### src/rtl/irqc_pkg.sv
package irqc_pkg;
  typedef enum logic {
    SEL_REQ = 1'b0,
    SEL_EN  = 1'b1
  } bankSel_e;

  typedef struct packed {
    logic capture;
    logic take;
  } ctrlStrobe_t;
endpackage

### src/rtl/irqc_datapath.sv
module irqc_datapath
  import irqc_pkg::*;
#(
  parameter int NUM_SRC = 18,
  parameter int VEC_W = $clog2(NUM_SRC)
) (
  input  logic               clk,
  input  logic               rstN,
  input  ctrlStrobe_t        strobe,
  input  logic [NUM_SRC-1:0] hwReq,
  input  logic               swWrEn,
  input  logic               swWrSel,
  input  logic [NUM_SRC-1:0] swWrData,
  input  logic               flagWrEn,
  input  logic               flagWrData,
  output logic [NUM_SRC-1:0] reqBits,
  output logic [NUM_SRC-1:0] enBits,
  output logic               irqDisable,
  output logic               anyElig,
  output logic [VEC_W-1:0]   vecReg
);
  logic [NUM_SRC-1:0] reqNext;
  logic [NUM_SRC-1:0] elig;
  logic [VEC_W-1:0]   winIdx;
  logic               reqWr;

  assign reqWr = swWrEn && (swWrSel == SEL_REQ);

  for (genvar i = 0; i < NUM_SRC; i++) begin : g_bit
    logic swClr;
    logic ackClr;
    if (i == 0) begin : g_brk
      assign swClr = 1'b0;
      assign elig[i] = reqBits[i];
    end else begin : g_mask
      assign swClr = reqWr && !swWrData[i];
      assign elig[i] = reqBits[i] && enBits[i] && !irqDisable;
    end
    assign ackClr = strobe.take && (vecReg == VEC_W'(i));
    assign reqNext[i] = hwReq[i] || (reqBits[i] && !swClr && !ackClr);
  end

  always_comb begin
    winIdx = '0;
    for (int i = NUM_SRC - 1; i >= 0; i--) begin
      if (elig[i]) winIdx = VEC_W'(i);
    end
  end

  assign anyElig = |elig;

  always_ff @(posedge clk) begin
    if (!rstN) begin
      reqBits    <= '0;
      enBits     <= '0;
      irqDisable <= 1'b1;
      vecReg     <= '0;
    end else begin
      reqBits <= reqNext;
      if (swWrEn && (swWrSel == SEL_EN)) enBits <= swWrData;
      if (strobe.take) irqDisable <= 1'b1;
      else if (flagWrEn) irqDisable <= flagWrData;
      if (strobe.capture) vecReg <= winIdx;
    end
  end
endmodule

### src/rtl/irqc_control.sv
module irqc_control
  import irqc_pkg::*;
(
  input  logic        clk,
  input  logic        rstN,
  input  logic        anyElig,
  input  logic        irqAck,
  output ctrlStrobe_t strobe,
  output logic        irqValid
);
  typedef enum logic {ST_IDLE, ST_OFFER} state_e;
  state_e state;

  always_comb begin
    strobe.capture = (state == ST_IDLE) && anyElig;
    strobe.take    = (state == ST_OFFER) && irqAck;
  end

  always_ff @(posedge clk) begin
    if (!rstN) state <= ST_IDLE;
    else if (strobe.capture) state <= ST_OFFER;
    else if (strobe.take) state <= ST_IDLE;
  end

  assign irqValid = (state == ST_OFFER);
endmodule

### src/rtl/irq_prio_ctrl.sv
module irq_prio_ctrl
  import irqc_pkg::*;
#(
  parameter int NUM_SRC = 18,
  localparam int VEC_W = $clog2(NUM_SRC)
) (
  input  logic               clk,
  input  logic               rstN,
  input  logic [NUM_SRC-1:0] hwReq,
  input  logic               swWrEn,
  input  logic               swWrSel,
  input  logic [NUM_SRC-1:0] swWrData,
  input  logic               flagWrEn,
  input  logic               flagWrData,
  input  logic               irqAck,
  output logic [NUM_SRC-1:0] reqBits,
  output logic [NUM_SRC-1:0] enBits,
  output logic               irqDisable,
  output logic               irqValid,
  output logic [VEC_W-1:0]   irqVector
);
  ctrlStrobe_t strobe;
  logic        anyElig;

  irqc_datapath #(.NUM_SRC(NUM_SRC), .VEC_W(VEC_W)) u_dp (
    .clk(clk), .rstN(rstN), .strobe(strobe), .hwReq(hwReq),
    .swWrEn(swWrEn), .swWrSel(swWrSel), .swWrData(swWrData),
    .flagWrEn(flagWrEn), .flagWrData(flagWrData),
    .reqBits(reqBits), .enBits(enBits), .irqDisable(irqDisable),
    .anyElig(anyElig), .vecReg(irqVector)
  );

  irqc_control u_ctl (
    .clk(clk), .rstN(rstN), .anyElig(anyElig), .irqAck(irqAck),
    .strobe(strobe), .irqValid(irqValid)
  );
endmodule

### config.mk
export PLATFORM = sky130hd
export DESIGN_NAME = irq_prio_ctrl
export DESIGN_NICKNAME = d
export VERILOG_FILES = /design/src/rtl/irqc_pkg.sv /design/src/rtl/irqc_datapath.sv /design/src/rtl/irqc_control.sv /design/src/rtl/irq_prio_ctrl.sv
export SDC_FILE = /design/constraint.sdc
export NUM_CORES = 1
export LEC_CHECK = 0
export ABC_AREA = 1
export BUFFER_PORTS_ARGS = -buffer_cell sky130_fd_sc_hd__buf_4
export CAP_MARGIN = 20
export CORE_ASPECT_RATIO = 2
export CORE_MARGIN = 3
export CORE_UTILIZATION = 40
export DETAILED_ROUTE_END_ITERATION = 10
export GPL_TIMING_DRIVEN = 0
export PLACE_DENSITY = 0.77
export SETUP_SLACK_MARGIN = 0.15
export SLEW_MARGIN = 15
export SYNTH_ARGS = -nofsm -noshare
export SYNTH_HDL_FRONTEND = slang
export SYNTH_SLANG_ARGS = --single-unit
### constraint.sdc
create_clock -name clk -period 1.62 [get_ports clk]
set_clock_uncertainty 0.2 [all_clocks]
set_input_delay 0.162 -clock clk [delete_from_list [all_inputs] [get_ports clk]]
set_output_delay 0.162 -clock clk [all_outputs]
set_load 0.01 [all_outputs]
Yosys cells after proc, flatten, opt, wreduce, memory -nomap -nowiden
Index checks and enable logic that the tools add are counted. Widths: inputs -> output; s select.

Equal/unequal tests: 17. Muxes and demuxes: 20. Bitwise logic cells: 3. Reductions and logical operators: 183.

Operator list (count): $logic_and 1x1->1 (108); $mux 5 (18); $logic_not 1->1 (53); $eq 5x4->1 const B (8); $eq 5x3->1 const B (4); $logic_or 1x1->1 (18); $reduce_or 18->1 (1); $eq 5x2->1 const B (2); $eq 5x5->1 const B (2); $eq 5x1->1 const B (1); $logic_not 5->1 (1); $not 1->1 (3); $mux 1 (2); $reduce_bool 2->1 (1); $reduce_or 2->1 (1).

Word-level logic and storage cells: 228. Bits in registers: 43.

Depth between registers and ports, before layout
Gate-level depths: netlist of run 1.

Depth in word-level cells: 20. Gate-level depth with buffers: 20. Mapped depth without buffers: 20.

Hierarchy
From an unflattened synthesis of run 1, not the netlist that was laid out.

Cell total of the unflattened synthesis: 272. Area total of the unflattened synthesis: 1950.6 um^2.

Modules (own cells, without submodules): irqc_datapath (times used 1, cells each 264, area each 1904.3 um^2); irqc_control (times used 1, cells each 8, area each 46.3 um^2).

Least setup slack after synthesis of run 1
OpenSTA, ideal clock, no wires.

Path kind: register to register. Start point: register u_dp.irqDisable. End point: register u_dp.vecReg[0]. Data required time: 1.285 ns. Period minus slack after synthesis: 1.855 ns. Cell stages (with the launch flop): 13. Slack: -0.235 ns. Arrival time: 1.520 ns. Path through: dfxtp_1 -> inv_2 -> buf_6 -> nand3_4 -> nand2_2 -> nor2_2 -> nand2_1 -> nor3_2 -> nor2_2 -> clkinv_4 -> nor2_1 -> nand2_1 -> a21oi_2.

Cells in the longest elaborated chain, start to end: 20. Elaborated cells between the ends (all ways): 38. Classes of those cells: mux: 18; reduce/logical: 20.

Ends and longest elaborated chain: from (decl) (RTL line irqc_datapath.sv:18) `output logic irqDisable,`; from (signal assigned) (RTL line irqc_datapath.sv:62) `else if (flagWrEn) irqDisable <= flagWrData;`; $logic_not 1->1 (*) (RTL line irqc_datapath.sv:37) `assign elig[i] = reqBits[i] && enBits[i] && !irqDisable;`; $logic_and 1x1->1 (RTL line irqc_datapath.sv:37); $mux 5 (18 in series) (RTL line irqc_datapath.sv:46) `if (elig[i]) winIdx = VEC_W'(i);`; to (signal assigned) (RTL line irqc_datapath.sv:63) `if (strobe.capture) vecReg <= winIdx;`; to (decl) (RTL line irqc_datapath.sv:20) `output logic [VEC_W-1:0] vecReg`.

Every way passes the cells marked *; elsewhere a longest branch is shown, timed or not. A chain may end at the register's enable or synchronous reset.

Worst setup path in the final report of run 1
Ends and elaborated chain as after synthesis.

==> run summary, run 1 <==
Status: complete, but fails checks
Failing checks: negative setup slack
Post-synthesis adder-cell area fraction: 0
FF+latch count, synth: 43
Critical Path Source: u_dp.irqDisable
Die area: 6140 µm²
Simple-gate portion of the synthesized area: 0.247
HP Start: irqAck
Initial antenna violation count: 0
Worst slew pin tran: 0.640 ns
Reg2Reg Launch Point: u_dp.irqDisable
Clk sinks: 43
Share of layout cells above drive strength 1: 0.390
Main synth FF type: dfxtp_1
CTS root buffer: clkbuf_8
Synth Cell Area: 2080 µm²
Max incr delay on CP: 0.41 ns
Synth Area in Compound Gates: 0.242
Post-route DRC: 0
Power Dens Cells: 789 nW/µm²
CTS Buf Count: 5
Core ar.: 4950 µm²
Mapped Cells: 282
Synth warn: 0
P&R area growth vs syn: 77.9%
Most frequent CP cell: nand2_1
Number of synthesized flops with an enable pin: 0
Final wirelength: 8.46 mm
Setup WS post-layout: -0.457 ns
Worst Path Required: 1.65 ns
CP top delay family: simple AND/OR/NAND/NOR gates
Pre-CTS worst setup slack: -0.344 ns
Reg clk slew, reported paths: 0.08 ns
FP Rows: 36
WS Path Type: reg -> reg
Post-DP HPWL: 5.37 mm
RSZ-0062 raised after global routing: true
Async SR Flop Fraction: 0
Synth Net Count: 325
Hold Vio Cnt, Final: 0
Syn_area_per_cell: 7.36 µm²
Sequential-to-total area share from yosys stat: 0.415
Slew HR: 0.573
CP Cell Sequence: inv_8 -> buf_4 -> nand3_1 -> nand2_1 -> nand2_1 -> nand2_1 -> nand2_1 -> nand2_1 -> nand2_1 -> nand2_1 -> nand2_1 -> nand2_1 -> nand2_1 -> nand2_1 -> nand2_1 -> nand2_1 -> nand2_1 -> nand2_1 -> a21oi_2
H-tree depth: 2
Clock buffer depth: 2
GRT Overall Usage: 0.269
DRT antenna net count: 0
Die Height: 108 µm
Share of the synthesized area in the top cell type: 0.415
Type of the worst min-delay path: in -> reg
Slowest cell on the critical path: dfxtp_4
FMAX: 481 MHz
Wire per inst: 17.1 µm
Final worst path period share: 1.28
Final net count: 481
First-pass GRT wire length: 12.7 mm
Largest net degree at the start of global routing: 14
Initial drt markers: 163
Final Critical Period: 2.08 ns
Fillers: 346
Setup Viol. Count Final: 6
TritonRoute pass-1 iters: 6
Ports: 86
Max rail drop VDD: 0.759 mV
Worst Setup Start Kind: flop
TritonCTS clock tree: built
Largest family of logic cells by synthesized area: simple AND/OR/NAND/NOR gates
Register area: 873 µm²
TNS Setup: -2.34 ns
Max Slew Vio Count: 0
N_diodes: 0
Multi-input gate area: 1170 µm²
Port buffer count: 85
Crit path arrival time: 2.11 ns
Crit Path Max Fanout: 5
Critical Path Sink Type: flop
DR vias: 2700
Chip Width: 56.9 µm
Total congestion overflow: 0
Top post-synthesis cells by count: nor2_1, dfxtp_1, inv_1, nand2_1, o21ai_0
Maxcap violations: 0
Routability cong.: 0.917
Clk Latency, worst-skew pair: 0.30 ns
Vias in the first global route: 2630
XOR/XNOR Fraction of Synth Area: 0
Initial core utilization: 0.419
Top-count cell post-synth: nor2_1
P_leak: 1.74 nW
Largest cells by area after synthesis: dfxtp_1, nor2_1, inv_1
Mux cell area share after synthesis: 0
Cell variety after synth: 28
Area leader, netlist: dfxtp_1
CP Buf/Inv Count: 2
Vias/cell: 5.44
==> flip-flops by register name, indices dropped and copies added (netlist names) <==
name / count
u_dp.vecReg: 5
u_dp.reqBits: 18
u_ctl.irqValid: 1
u_dp.irqDisable: 1
u_dp.enBits: 18
==> per-stage QoR <==
stage / cells / total power [W] / util / hold WS [ns] / instance area (µm²)
2_1_floorplan: 282 / 0.00155 / - / 0.0671 / 2120
3_3_place_gp: 424 / 0.00185 / 0.572 / 0.167 / 2830
3_5_place_dp: 424 / 0.00186 / 0.572 / 0.172 / 2830
4_1_cts: 488 / 0.00282 / 0.718 / 0.0317 / 3560
5_1_grt: 496 / 0.00303 / 0.745 / 0.0497 / 3690
6_report: 496 / 0.00291 / 0.745 / 0.0333 / 3690
==> cell type report <==
cell class / count / area share
repair buffers: 149 / 0.337
well taps: 57 / 0.0193
flip-flops and latches: 43 / 0.237
clock inverters: 1 / 0.00136
plain buffers: 9 / 0.0139
multi-input cells: 189 / 0.318
clock buffers: 7 / 0.0291
inverters: 41 / 0.0451
==> worst register-to-register path, stage by stage (launching register included) <==
cell	delay, ns
dfxtp_4	0.41
inv_8	0.05
buf_4	0.14
nand3_1	0.10
nand2_1	0.07
nand2_1	0.05
nand2_1	0.05
nand2_1	0.06
nand2_1	0.07
nand2_1	0.06
nand2_1	0.06
nand2_1	0.07
nand2_1	0.06
nand2_1	0.07
nand2_1	0.08
nand2_1	0.07
nand2_1	0.07
nand2_1	0.07
nand2_1	0.06
a21oi_2	0.14
==> cells in the final DEF (no fill, tap or decap), types with 2 or more instances in the layout <==
cell	netlist	final
buf_4	0	107
nor2_1	44	39
dlygate4sd3_1	0	39
dfxtp_1	43	37
inv_1	38	35
nand2_1	34	30
o21ai_0	28	28
a21oi_1	25	22
nand3_1	11	8
o221ai_1	7	7
nor2_4	0	6
clkbuf_8	0	6
clkbuf_1	6	5
o211ai_1	5	5
a31oi_1	6	5
nand2_2	4	5
nand3_4	3	5
nor2_2	5	4
inv_2	2	4
dfxtp_2	0	4
nand2_4	0	3
a21oi_2	1	3
nand3_2	2	3
a211oi_2	3	3
buf_1	2	2
nor3_4	0	2
o21a_1	2	2
nor3_2	1	2
a31oi_4	1	2
buf_6	1	2
dfxtp_4	0	2
==> final timing paths <==
path                           to  slack, ns  cells past startpoint
setup / recovery   u_dp.vecReg[0]      -0.46                     19
hold / removal    u_dp.irqDisable       0.03                      5
setup reg to reg   u_dp.vecReg[0]      -0.46                     19
hold reg to reg   u_dp.enBits[17]       0.30                      2
==> timing repair <==
item | 4_1_cts | 5_1_grt
endpoints found under the hold margin | 37 | 0
buffers inserted | 16 | 8
cloned | 1 | 0
endpoints found under the setup margin | 10 | 22
gates resized for setup | 19 | 25
hold buffers | 39 | 0
pin swaps | 9 | 12
==> power by group <==
group / switching [W] / internal [W]
combinational: 0.000418 / 0.000424
clock: 0.000391 / 0.000437
sequential: 0.0000985 / 0.00114
total: 0.000908 / 0.00201
==> logic make-up after synthesis <==
kind of cell / after synthesis
buf+inv: 50
compound gates: 80
flops: 43
simple gates: 109
==> layer usage <==
| metal | wire length [µm] | vias to the layer above | global-route usage |
|---|---|---|---|
| li1 | - | 1254 | - |
| met1 | 2830 | 1258 | 0.276 |
| met2 | 4670 | 148 | 0.498 |
| met3 | 500 | 40 | 0.0372 |
| met4 | 457 | 0 | 0.156 |
| met5 | 0 | - | 0 |
No activity file was read; power rests on OpenSTA's default activity.
==> inputs of run 2 (changes only) <==
Settings changed: BUFFER_PORTS_ARGS -buffer_cell sky130_fd_sc_hd__buf_4 to not set, DONT_BUFFER_PORTS set to 1, PLACE_DENSITY 0.77 to 0.62.
==> run 2 against run 1 <==
  * The run ends with negative hold slack, negative setup slack left
  * Final area down 23%
  * Sequential power up 4%
  * Global-route usage decreased by 2.9 points
  * Wire length down 15%
  * First-iteration DRC count down 28%
  * Critical path depth decreased by 8
  * Final cell count down 21%
  * Die area unchanged
  * Worst hold slack worse by 0.12 ns
  * Combinational power fell by 40%
  * Clock power fell by 22%
  * Core utilization is 17 points lower
  * Largest cell class is now multi-input combinational cells
==> run summary, run 2 (synthesis gave the netlist of run 1 again) <==
RSZ-0062 raised after global routing: true (unchanged)
Clk sinks: 43 (unchanged)
Max rail drop VDD: 0.780 mV (was 0.759 mV)
CTS root buffer: clkbuf_8 (unchanged)
H-tree depth: 2 (unchanged)
DRT antenna net count: 0 (unchanged)
Crit Path Max Fanout: 10 (was 5)
Finished Layout Cells: 392 (was 496)
Die Height: 108 µm (unchanged)
Slew HR: 0.585 (was 0.573)
Post-route DRC: 0 (unchanged)
Wire per inst: 18.4 µm (was 17.1 µm)
Switching share of power: 0.327 (was 0.312)
Post-DP HPWL: 5.17 mm (was 5.37 mm)
Power Dens Cells: 866 nW/µm² (was 789 nW/µm²)
Final net count: 378 (was 481)
Failing checks: negative hold slack, negative setup slack (was negative setup slack)
Most frequent cells in the layout: nor2_1, dlygate4sd3_1, inv_1 (was buf_4, nor2_1, dlygate4sd3_1)
Share of layout cells above drive strength 1: 0.198 (was 0.390)
Core ar.: 4950 µm² (unchanged)
FMAX: 501 MHz (was 481 MHz)
WS Path Type: reg -> reg (unchanged)
Status: complete, but fails checks (unchanged)
Reg2Reg Depth: 11 (was 19)
TritonRoute pass-1 iters: 4 (was 6)
Critical Path Sink Type: flop (unchanged)
First-pass GRT wire length: 11.0 mm (was 12.7 mm)
Hold WS: -0.0832 ns (was 0.0333 ns)
Critical R2R Capture: u_dp.vecReg[3] (was u_dp.vecReg[0])
TritonCTS clock tree: built (unchanged)
P_int: 0.00165 W (was 0.00201 W)
CP endpoint: u_dp.vecReg[3] (was u_dp.vecReg[0])
Critical Path Source: u_dp.irqDisable (unchanged)
Final wirelength: 7.21 mm (was 8.46 mm)
P&R area growth vs syn: 36.3% (was 77.9%)
Net switching power figure: 0.000801 W (was 0.000908 W)
Flop pwr share: 0.528 (was 0.426)
GR Layer Usage met1: 0.227 (was 0.276)
Comb power frac: 0.208 (was 0.289)
Overall power: 0.00245 W (was 0.00291 W)
Final Critical Period: 2.00 ns (was 2.08 ns)
DR vias: 2150 (was 2700)
Worst Path Required: 1.65 ns (about the same)
R2R Setup Slk: -0.38 ns (was -0.46 ns)
Worst slew pin tran: 0.623 ns (was 0.640 ns)
Port buffer count: 0 (was 85)
Biggest regs: u_dp.enBits: 18 flops, u_dp.reqBits: 18 flops, u_dp.vecReg: 5 flops (unchanged)
Hold Vio Cnt, Final: 2 (was 0)
Largest net degree at the start of global routing: 12 (was 14)
Clock buffer depth: 2 (unchanged)
Clk Latency, worst-skew pair: 0.30 ns (about the same)
Initial drt markers: 118 (was 163)
TNS Setup: -1.88 ns (was -2.34 ns)
Worst Setup Start Kind: flop (unchanged)
Setup Viol. Count Final: 6 (unchanged)
GRT met3 Usage: 0.0768 (was 0.0372)
Reg clk slew, reported paths: 0.08 ns (about the same)
Vias/cell: 5.48 (was 5.44)
Setup WS post-layout: -0.378 ns (was -0.457 ns)
P_leak: 1.20 nW (was 1.74 nW)
FP Rows: 36 (unchanged)
Initial core utilization: 0.419 (unchanged)
Initial antenna violation count: 0 (unchanged)
CTS Buf Count: 5 (unchanged)
Reg2Reg Launch Point: u_dp.irqDisable (unchanged)
Max Slew Vio Count: 0 (unchanged)
Type of the worst min-delay path: in -> reg (unchanged)
Chip Width: 56.9 µm (unchanged)
Final worst path period share: 1.23 (was 1.28)
Busiest grt layer: met2 (unchanged)
M2 GR Usage: 0.445 (was 0.498)
Routability cong.: 0.912 (was 0.917)
Maxcap violations: 0 (unchanged)
GRT Overall Usage: 0.240 (was 0.269)
Die area: 6140 µm² (unchanged)
Crit path arrival time: 2.03 ns (was 2.11 ns)
Ports: 86 (unchanged)
Clock network power share: 0.265 (was 0.284)
Fillers: 495 (was 346)
Vias in the first global route: 2201 (was 2630)
Inst Count DP: 339 (was 424)
Register area: 881 µm² (was 873 µm²)
Total congestion overflow: 0 (unchanged)
Multi-input gate area: 1130 µm² (was 1170 µm²)
run 2: final cells by class:
class	instances	area share
Buffer	9	0.0186
Antenna cell	1	0.000885
Timing Repair Buffer	46	0.160
Clock buffer	6	0.0257
Inverter	41	0.0579
Multi-Input combinational cell	189	0.400
Tap cell	57	0.0252
Sequential cell	43	0.311
run 2: metal layers:
metal  share of wire  up-vias
met5               0        -
li1                -     1050
met4           0.016        0
met2            0.57       76
met1            0.34     1017
met3           0.067        7
run 2: repair_timing:
item | CTS | global route
setup endpoints to repair | 22 | 25
gates cloned | 0 | 0
pin swaps | 5 | 4
resized for setup | 18 | 25
buffers inserted | 4 | 2
endpoints found under the hold margin | 38 | 3
hold buffers | 40 | 1
run 2: worst min-delay path by stage:
stage | from | to | slack, ns | depth (start not counted)
2_1_floorplan | flagWrEn | u_dp.irqDisable | 0.07 | 1
3_3_place_gp | flagWrEn | u_dp.irqDisable | 0.07 | 1
3_5_place_dp | flagWrEn | u_dp.irqDisable | 0.07 | 1
4_1_cts | irqAck | u_dp.irqDisable | -0.09 | 4
5_1_grt | irqAck | u_dp.irqDisable | -0.08 | 4
6_report | irqAck | u_dp.irqDisable | -0.08 | 4
run 2: critical path, stage by stage (launching register included):
cell and delay [ns]:
dfxtp_4 0.44, inv_6 0.07, buf_12 0.15, a31oi_4 0.17, nand2_2 0.08, inv_2 0.05, nand4_1 0.15, nor3_4 0.18
nor2_2 0.09, clkinv_4 0.10, a31oi_4 0.04, a211oi_2 0.19
run 2: per-stage QoR:
| stage | hold slack, ns | cell area [µm²] | setup slack, ns | utilization |
|---|---|---|---|---|
| global route | -0.0794 | 2830 | -0.506 | 0.570 |
| global placement | 0.0724 | 2200 | -0.364 | 0.443 |
| CTS | -0.0885 | 2750 | -0.355 | 0.555 |
| floorplan | 0.0671 | 2120 | -0.118 | - |
| detailed placement | 0.0744 | 2200 | -0.375 | 0.443 |
| finish | -0.0832 | 2830 | -0.378 | 0.571 |
run 2: power groups by stage:
stage	Clock, W	Sequential (W)	Combinational, W
detailed placement	0	0.00130	0.000360
floorplan	0	0.00127	0.000277
finish	0.000649	0.00129	0.000509
global route	0.000690	0.00131	0.000553
CTS	0.000663	0.00129	0.000474
global placement	0	0.00130	0.000355
==> inputs of run 3 (changes only) <==
Settings changed: CORE_ASPECT_RATIO 2 to 1.4.
==> run 3 against run 2 <==
  * The run still ends with negative hold slack, negative setup slack left
  * Critical path depth stayed put
  * Worst hold slack better by 0.0060 ns
  * Die area is 0.65% lower
  * Critical endpoint unchanged
==> run summary, run 3 (synthesis gave the netlist of run 1 again) <==
DR vias: 2261 (was 2150)
Most frequent CP cell: a31oi_4 (unchanged)
Met3 wire len: 628 µm (was 486 µm)
CTS root buffer: clkbuf_8 (unchanged)
N_diodes: 0 (was 1)
Setup Viol. Count Final: 6 (unchanged)
Fin util: 0.613 (was 0.571)
Register area: 878 µm² (was 881 µm²)
FP Rows: 30 (was 36)
Setup WS post-layout: -0.395 ns (was -0.378 ns)
Clk sinks: 43 (unchanged)
Final wirelength: 7.20 mm (was 7.21 mm)
Initial core utilization: 0.422 (was 0.419)
Wire per inst: 17.6 µm (was 18.4 µm)
TritonRoute pass-1 iters: 4 (unchanged)
Crit path arrival time: 2.04 ns (was 2.03 ns)
H-tree depth: 2 (unchanged)
Max rail drop VDD: 0.495 mV (was 0.780 mV)
Core ar.: 4920 µm² (was 4950 µm²)
Worst Setup Start Kind: flop (unchanged)
Largest net degree at the start of global routing: 13 (was 12)
Routability cong.: 0.848 (was 0.912)
RSZ-0062 raised after global routing: true (unchanged)
Max incr delay on CP: 0.44 ns (about the same)
Final worst path period share: 1.24 (was 1.23)
Post-route DRC: 0 (unchanged)
Chip Width: 66.9 µm (was 56.9 µm)
Maxcap violations: 0 (unchanged)
Vias/cell: 5.53 (was 5.48)
First-pass GRT wire length: 11.0 mm (about the same)
Initial drt markers: 109 (was 118)
Total congestion overflow: 0 (unchanged)
Failing checks: negative hold slack, negative setup slack (unchanged)
Share of layout cells above drive strength 1: 0.241 (was 0.198)
Multi-input gate area: 1190 µm² (was 1130 µm²)
Ports: 86 (unchanged)
Reg clk slew, reported paths: 0.09 ns (was 0.08 ns)
Power Dens Cells: 872 nW/µm² (was 866 nW/µm²)
Critical Path Sink Type: flop (unchanged)
Post-route cell area: 3020 µm² (was 2830 µm²)
Initial antenna violation count: 0 (unchanged)
Status: complete, but fails checks (unchanged)
Final Critical Period: 2.02 ns (was 2.00 ns)
Fillers: 449 (was 495)
Final net count: 387 (was 378)
Hold WS: -0.0772 ns (was -0.0832 ns)
Hold Vio Cnt, Final: 2 (unchanged)
Met2 WL: 3.90 mm (was 4.13 mm)
DRT antenna net count: 0 (unchanged)
FMAX: 496 MHz (was 501 MHz)
CP Cell Sequence: inv_6 -> buf_12 -> a31oi_4 -> nand2_2 -> inv_2 -> nand4_1 -> nor3_4 -> nor2_4 -> clkinv_4 -> a31oi_4 -> a211oi_2 (was inv_6 -> buf_12 -> a31oi_4 -> nand2_2 -> inv_2 -> nand4_1 -> nor3_4 -> nor2_2 -> clkinv_4 -> a31oi_4 -> a211oi_2)
TNS Setup: -1.98 ns (was -1.88 ns)
Worst slew pin tran: 0.617 ns (was 0.623 ns)
Dpl cell area: 2200 µm² (about the same)
Crit Path Max Fanout: 8 (was 10)
Highest metal layer with signal wires: met4 (unchanged)
Worst Path Required: 1.64 ns (was 1.65 ns)
Most frequent cells in the layout: nor2_1, dlygate4sd3_1, inv_1 (unchanged)
P&R area growth vs syn: 45.3% (was 36.3%)
Max Slew Vio Count: 0 (unchanged)
GRT Overall Usage: 0.239 (was 0.240)
Slowest cell on the critical path: dfxtp_4 (unchanged)
WS Path Type: reg -> reg (unchanged)
TritonCTS clock tree: built (unchanged)
Die Height: 91.2 µm (was 108 µm)
Die area: 6100 µm² (was 6140 µm²)
Pre-CTS worst setup slack: -0.360 ns (was -0.375 ns)
Vias in the first global route: 2239 (was 2201)
CTS Buf Count: 5 (unchanged)
Biggest regs: u_dp.enBits: 18 flops, u_dp.reqBits: 18 flops, u_dp.vecReg: 5 flops (unchanged)
Clock buffer depth: 2 (unchanged)
Number of hold buffers added after cts: 40 (unchanged)
P_leak: 1.28 nW (was 1.20 nW)
Inst Count DP: 346 (was 339)
Slew HR: 0.589 (was 0.585)
M1 WL: 2.53 mm (was 2.48 mm)
Clk Latency, worst-skew pair: 0.30 ns (about the same)
Type of the worst min-delay path: in -> reg (unchanged)
Post-DP HPWL: 5.00 mm (was 5.17 mm)
Finished Layout Cells: 409 (was 392)
Port buffer count: 0 (unchanged)
## run 3: worst paths after layout
path                                       from               to  slack [ns]  cells after the start
worst max-delay path            u_dp.irqDisable   u_dp.vecReg[3]       -0.40                     11
worst min-delay path                     irqAck  u_dp.irqDisable       -0.08                      4
worst max register to register  u_dp.irqDisable   u_dp.vecReg[3]       -0.40                     11
worst min register to register   u_dp.enBits[6]   u_dp.enBits[6]        0.32                      2
## run 3: critical path, delay by kind of cell (launching register included)
kind,cells,cell delay [ns]
compound gates,3,0.40
buf+inv,4,0.33
flops,1,0.44
simple gates,4,0.55
## run 3: area by class of cell
type / count / share of cell area
inverters: 41 / 0.0543
plain buffers: 9 / 0.0174
well taps: 64 / 0.0265
multi-input cells: 189 / 0.396
clock buffers: 8 / 0.0332
flip-flops and latches: 43 / 0.291
repair buffers: 55 / 0.181
## run 3: through the flow
stage	power (W)	hold slack [ns]
2_1_floorplan	0.00155	0.0671
3_3_place_gp	0.00165	0.0694
3_5_place_dp	0.00166	0.0743
4_1_cts	0.00256	-0.0790
5_1_grt	0.00275	-0.0396
6_report	0.00263	-0.0772
## run 3: metal layers
metal	GRT usage	vias to the layer above
li1	-	1063
met1	0.250	1091
met2	0.435	93
met3	0.0693	14
met4	0.0880	0
met5	0	-
## run 3: power breakdown
group          internal, W  total (W)  switching [W]
Sequential         0.00115    0.00130       0.000152
Combinational     0.000256   0.000568       0.000312
Clock             0.000390   0.000766       0.000376
## run 3: timing repair
item	in CTS	in global routing
pin swaps	11	11
endpoints found under the hold margin	38	2
endpoints found under the setup margin	18	25
resized for setup	22	31
setup buffers	11	4
